==> src/rtl/exc_vec_pkg.sv <==
package exc_vec_pkg;

    typedef enum logic [2:0] {
        EXC_COLD    = 3'd0,
        EXC_SOFT    = 3'd1,
        EXC_NMI     = 3'd2,
        EXC_REFILL  = 3'd3,
        EXC_XREFILL = 3'd4,
        EXC_CERR    = 3'd5,
        EXC_GEN     = 3'd6,
        EXC_GEN_ALT = 3'd7
    } exc_class_e;

    typedef enum logic [1:0] {
        SLOT_REFILL  = 2'd0,
        SLOT_XREFILL = 2'd1,
        SLOT_CERR    = 2'd2,
        SLOT_GEN     = 2'd3
    } vec_slot_e;

    localparam logic [1:0] MODE_KERNEL = 2'b00;

    typedef struct packed {
        logic       exl;
        logic       bev;
        logic [1:0] mode;
    } exc_status_t;

endpackage

==> src/rtl/exc_vec_sel.sv <==
module exc_vec_sel
    import exc_vec_pkg::*;
#(
    parameter int          VEC_W         = 32,
    parameter int          STRIDE_SH     = 7,
    parameter logic [31:0] RESET_VEC     = 32'hBFC0_0000,
    parameter logic [31:0] CACHED_BASE   = 32'h8000_0000,
    parameter logic [31:0] UNCACHED_BASE = 32'hA000_0000,
    parameter logic [31:0] BOOT_BASE     = 32'hBFC0_0200
) (
    input  logic [2:0]       cls_i,
    input  logic             exl_i,
    input  logic             bev_i,
    output logic [VEC_W-1:0] vec_o
);
    localparam int SLOT_W = 2;

    vec_slot_e        slot;
    logic             is_reset;
    logic [VEC_W-1:0] base;
    logic [VEC_W-1:0] offset;

    always_comb begin
        is_reset = (cls_i == EXC_COLD) || (cls_i == EXC_SOFT) || (cls_i == EXC_NMI);
        unique case (cls_i)
            EXC_REFILL:  slot = exl_i ? SLOT_GEN : SLOT_REFILL;
            EXC_XREFILL: slot = exl_i ? SLOT_GEN : SLOT_XREFILL;
            EXC_CERR:    slot = SLOT_CERR;
            default:     slot = SLOT_GEN;
        endcase
        offset = {{(VEC_W-SLOT_W){1'b0}}, slot} << STRIDE_SH;
        if (bev_i) begin
            base = VEC_W'(BOOT_BASE);
        end else if (slot == SLOT_CERR) begin
            base = VEC_W'(UNCACHED_BASE);
        end else begin
            base = VEC_W'(CACHED_BASE);
        end
        vec_o = is_reset ? VEC_W'(RESET_VEC) : (base + offset);
    end

endmodule

==> src/rtl/exc_vec_widen.sv <==
module exc_vec_widen #(
    parameter int IN_W  = 32,
    parameter int OUT_W = 64
) (
    input  logic [IN_W-1:0]  vec_i,
    input  logic             wide_i,
    output logic [OUT_W-1:0] addr_o
);
    localparam int EXT_W = OUT_W - IN_W;

    always_comb begin
        addr_o = {{EXT_W{wide_i}}, vec_i};
    end

endmodule

==> src/rtl/exc_status_next.sv <==
module exc_status_next
    import exc_vec_pkg::*;
(
    input  exc_status_t cur_i,
    input  logic        take_i,
    input  logic        cold_i,
    input  logic        eret_i,
    input  logic        mode_we_i,
    input  logic [1:0]  mode_i,
    input  logic        exl_we_i,
    input  logic        exl_i,
    input  logic        bev_we_i,
    input  logic        bev_i,
    output exc_status_t nxt_o
);
    always_comb begin
        nxt_o = cur_i;
        if (mode_we_i) nxt_o.mode = mode_i;
        if (bev_we_i)  nxt_o.bev  = bev_i;
        if (exl_we_i)  nxt_o.exl  = exl_i;
        if (eret_i)    nxt_o.exl  = 1'b0;
        if (take_i)    nxt_o.exl  = 1'b1;
        if (cold_i) begin
            nxt_o.bev  = 1'b1;
            nxt_o.mode = MODE_KERNEL;
        end
    end

endmodule

==> src/rtl/exc_vector_ctrl.sv <==
module exc_vector_ctrl
    import exc_vec_pkg::*;
#(
    parameter int ADDR_W = 64,
    parameter int VEC_W  = 32
) (
    input  logic              clk_i,
    input  logic              rst_ni,
    input  logic              exc_req_i,
    input  logic [2:0]        exc_class_i,
    input  logic              eret_i,
    input  logic              mode_we_i,
    input  logic [1:0]        mode_i,
    input  logic              exl_we_i,
    input  logic              exl_i,
    input  logic              bev_we_i,
    input  logic              bev_i,
    input  logic              addr64_i,
    output logic [ADDR_W-1:0] redir_addr_o,
    output logic              redir_valid_o,
    output logic              exl_o,
    output logic              bev_o,
    output logic [1:0]        mode_o
);
    typedef struct packed {
        exc_status_t       st;
        logic              valid;
        logic [ADDR_W-1:0] addr;
    } ctrl_state_t;

    localparam exc_status_t ST_RESET = '{exl: 1'b1, bev: 1'b1, mode: MODE_KERNEL};

    ctrl_state_t       state_d, state_q;
    logic [VEC_W-1:0]  vec32;
    logic [ADDR_W-1:0] vec_full;
    exc_status_t       st_nxt;
    logic              cold_req;

    assign cold_req = exc_req_i && (exc_class_i == EXC_COLD);

    exc_vec_sel #(.VEC_W(VEC_W)) i_sel (
        .cls_i (exc_class_i),
        .exl_i (state_q.st.exl),
        .bev_i (state_q.st.bev),
        .vec_o (vec32)
    );

    exc_vec_widen #(.IN_W(VEC_W), .OUT_W(ADDR_W)) i_widen (
        .vec_i  (vec32),
        .wide_i (addr64_i),
        .addr_o (vec_full)
    );

    exc_status_next i_next (
        .cur_i     (state_q.st),
        .take_i    (exc_req_i),
        .cold_i    (cold_req),
        .eret_i    (eret_i),
        .mode_we_i (mode_we_i),
        .mode_i    (mode_i),
        .exl_we_i  (exl_we_i),
        .exl_i     (exl_i),
        .bev_we_i  (bev_we_i),
        .bev_i     (bev_i),
        .nxt_o     (st_nxt)
    );

    always_comb begin
        state_d       = state_q;
        state_d.st    = st_nxt;
        state_d.valid = exc_req_i;
        if (exc_req_i) begin
            state_d.addr = vec_full;
        end
    end

    always_ff @(posedge clk_i or negedge rst_ni) begin
        if (!rst_ni) begin
            state_q.st    <= ST_RESET;
            state_q.valid <= 1'b0;
            state_q.addr  <= '0;
        end else begin
            state_q <= state_d;
        end
    end

    assign redir_addr_o  = state_q.addr;
    assign redir_valid_o = state_q.valid;
    assign exl_o         = state_q.st.exl;
    assign bev_o         = state_q.st.bev;
    assign mode_o        = state_q.st.mode;

endmodule

==> config.mk <==
export PLATFORM = sky130hd
export DESIGN_NAME = exc_vector_ctrl
export DESIGN_NICKNAME = d
export VERILOG_FILES = /design/src/rtl/exc_vec_pkg.sv /design/src/rtl/exc_vec_sel.sv /design/src/rtl/exc_vec_widen.sv /design/src/rtl/exc_status_next.sv /design/src/rtl/exc_vector_ctrl.sv
export SDC_FILE = /design/constraint.sdc
export NUM_CORES = 1
export LEC_CHECK = 0
export CORE_MARGIN = 3
export CORE_UTILIZATION = 34
export CTS_BUF_LIST = sky130_fd_sc_hd__clkbuf_4
export DETAILED_ROUTE_END_ITERATION = 8
export GPL_ROUTABILITY_DRIVEN = 0
export PLACE_DENSITY = 0.87
export SETUP_SLACK_MARGIN = 0.02
export SYNTH_ARGS = -nofsm -noshare
export SYNTH_HDL_FRONTEND = slang
export SYNTH_SLANG_ARGS = --single-unit
==> constraint.sdc <==
create_clock -name clk_i -period 2.9 [get_ports clk_i]
set_clock_uncertainty 0.1 [all_clocks]
set_input_delay 0.725 -clock clk_i [delete_from_list [all_inputs] [get_ports clk_i]]
set_output_delay 0.725 -clock clk_i [all_outputs]
set_load 0.02 [all_outputs]
==> impl_results.md <==
* Synth top area cells: buf_4 (46%), dfrtp_1 (27%), dfstp_2 (5.6%)
* DIE WIDTH at between 50 and 60 microns
* # setup viols final at 0
* Worst VDD drop at 0.000358 V
* CP startpoint kind: flip-flop
* Fmax at roughly 420 MHz
* Fin crit share at 0.816
* Synthesized flop and latch total at 12
* Initial antenna violation count at 0
* Primary FF master, synth: dfrtp_1
* Post_cts resized at 0
* Starting Density at 0.368
* WP data required at roughly 2.1 ns
* Net switching power figure at 0.236 mW
* GRT Resource Usage Total at 0.104
* Ys async rst share at 1.00
* ANT nets after route at 0
* Fin crit period at 2.37 ns
* # hold bufs at CTS at 0
* Final core utilization at 0.501
* Syn Inst Count at 102
* Max-cap viol count at 0
* CP arrival at between 1.5 and 2 ns
* Net switching fraction of the power at 0.383
* Measured slew at the worst slew-check pin at approximately 0.52 ns
* XOR/XNOR Fraction of Synth Area at 0
* WL/cell at 11.1 microns
* Power density over the cells at around 480 mW/mm^2
* DR DRC count at 0
* CTS Root Cell: clkbuf_4
* CP Capture Type: output pin
* Clock tree buffer depth at 2
* Flop pwr share at 0.320
* Clock Latency Late Sink at approximately 0.27 ns
* Synth top area share at 0.457
* Post-Syn Area per Cell at between 9 and 10 sq um
* Hold_ws at 0.369 ns
* Worst min-delay path class: reg -> reg
* Final hold violation count at 0
* Layout cell share with drive strength beyond 1 at 0.0687
* Die H at 58.5 microns
* Leakage power at 0.555 nW
* CTS tree: done
* Yosys Warn Count at 0
* Comb pwr share at 0.513
* Final Power at 0.618 mW
* Largest family of logic cells by synthesized area: buffers and inverters
* Vias at 627
* Final HPWL DP at 1.51 mm
* Simple-gate share of the synthesized area at 0.0575
* # Post-CTS Setup Buffers at 0
* Mapped Area at 936 sq um
* Iter 0 DRT Violations at 7
* Clock Sinks at 12
* Post-synthesis mux area share at 0.0668
* Seq/Total Area, Yosys at 0.324
* Htree depth at 1
* Core ar. at 0.00254 sq mm
* Fin nets at around 150
* Largest net degree at the start of global routing at 33
* Dpl cell area at 0.00125 sq mm
* Sequential Area at about 300 sq um
* WS Path Type: reg -> out
* Post-synthesis adder-cell area fraction at 0
* Vias in the first global route at 560
* Number of enable flip-flop cells after synthesis at 0
* Antenna Cells at 0
* Slew margin rel. at 0.649
* Clk slew on worst S/H paths at 0.07 ns
* Port Buf Inserts at 63
* Area fraction in compound gates after synthesis at 0.0735
* Die ar. at about 0.0034 sq mm
* Status: complete, no violations
* Via density at about 4
* Final instance area at 0.00128 sq mm
* Number of optimization iterations in the first detailed-route pass at 4
* Pins Over Slew Limit at 0
* TritonCTS buffer count at 3
* WL final at 1.79 mm
* Clk pwr share at 0.167
* First-pass GRT wire length at 2.68 mm
* Area grow syn2layout at 36.4%
* RSZ-0062 raised after global routing: no
* Synth cell types at 18
* Filler Cell Count at 239
* Global route overflow at 0
* Multi-input logic area at 260 sq um
* Setup tns final at 0 ns
* I/O pin total at between 80 and 90
* Crit Path Max Fanout at 32
* Area leader, netlist: buf_4
* Row count at 18
* P_int at 0.381 mW
[worst max-delay path, stage by stage (launching register included)]
cell,delay (ns)
dfrtp_1,0.34
buf_4,0.26
clkdlybuf4s50_1,0.66
[cells by family after synthesis]
logic type	count (synthesis)
AO/OA/AOI/OAI	12
buffers and inverters	61
flip-flops	12
multiplexers	6
other	1
AND/OR/NAND/NOR	10
[registers in the layout (all words and copies together), names as in the netlist]
name and count:
redir_valid_o 1, bev_o 1, redir_addr_o 7, mode_o 2, exl_o 1
[cell usage in the layout (no fill, tap or decap)]
cell / n
mux2i_1: 4
buf_4: 1
conb_1: 20
nor2b_1: 1
clkbuf_4: 3
a211o_1: 1
nand2_1: 1
dfstp_2: 2
o21ai_1: 2
dfrtp_1: 10
inv_1: 3
clkdlybuf4s50_1: 63
nor4b_2: 1
a21oi_1: 6
o21bai_1: 1
clkinv_1: 1
nor2_1: 6
o22ai_1: 2
or2_1: 1
mux2_2: 2
[metrics by stage]
step / setup WS, ns / std cells
2_1_floorplan: 0.919 / 121
3_3_place_gp: 0.775 / 157
3_5_place_dp: 0.729 / 157
4_1_cts: 0.510 / 161
5_1_grt: 0.436 / 161
6_report: 0.534 / 161
[path summary, 6_finish.rpt]
path                               endpoint  slack (ns)  cells past startpoint             start
max in group asynchronous             exl_o        1.64                      1            rst_ni
min reg2reg                redir_addr_o[31]        0.37                      1  redir_addr_o[31]
min in group asynchronous   redir_addr_o[9]        0.69                      1            rst_ni
max                        redir_addr_o[49]        0.53                      2  redir_addr_o[32]
min                        redir_addr_o[31]        0.37                      1  redir_addr_o[31]
max reg2reg                 redir_addr_o[8]        1.82                      3             exl_o
[power groups by stage]
stage	logic (mW)	registers [mW]	clock network, mW
after floorplan	0.215	0.228	0
after global placement	0.315	0.200	0
after detailed placement	0.320	0.201	0
after CTS	0.320	0.198	0.106
after global routing	0.334	0.201	0.112
final	0.317	0.198	0.103
[metal layers]
| metal | vias to the layer above | part of all wire | track usage |
|---|---|---|---|
| met2 | 43 | 0.55 | 0.188 |
| met4 | 0 | 0 | 0.00993 |
| li1 | 309 | - | - |
| met5 | - | 0 | 0 |
| met3 | 0 | 0.13 | 0.0570 |
| met1 | 275 | 0.32 | 0.109 |
[cells in the mapped netlist, types with 2 or more instances]
master,n
a21oi_1,6
buf_4,57
inv_1,3
mux2_2,2
nor2_1,6
o22ai_1,2
dfrtp_1,10
mux2i_1,4
o21ai_1,2
dfstp_2,2
[final cells by class]
class	instances	share of cell area
multi-input combinational	48	0.204
inverter	3	0.00882
timing repair buffer	64	0.500
tap	30	0.0294
clock inverter	1	0.00294
clock buffer	3	0.0176
sequential	12	0.237
(Power assumes the default switching activity.)
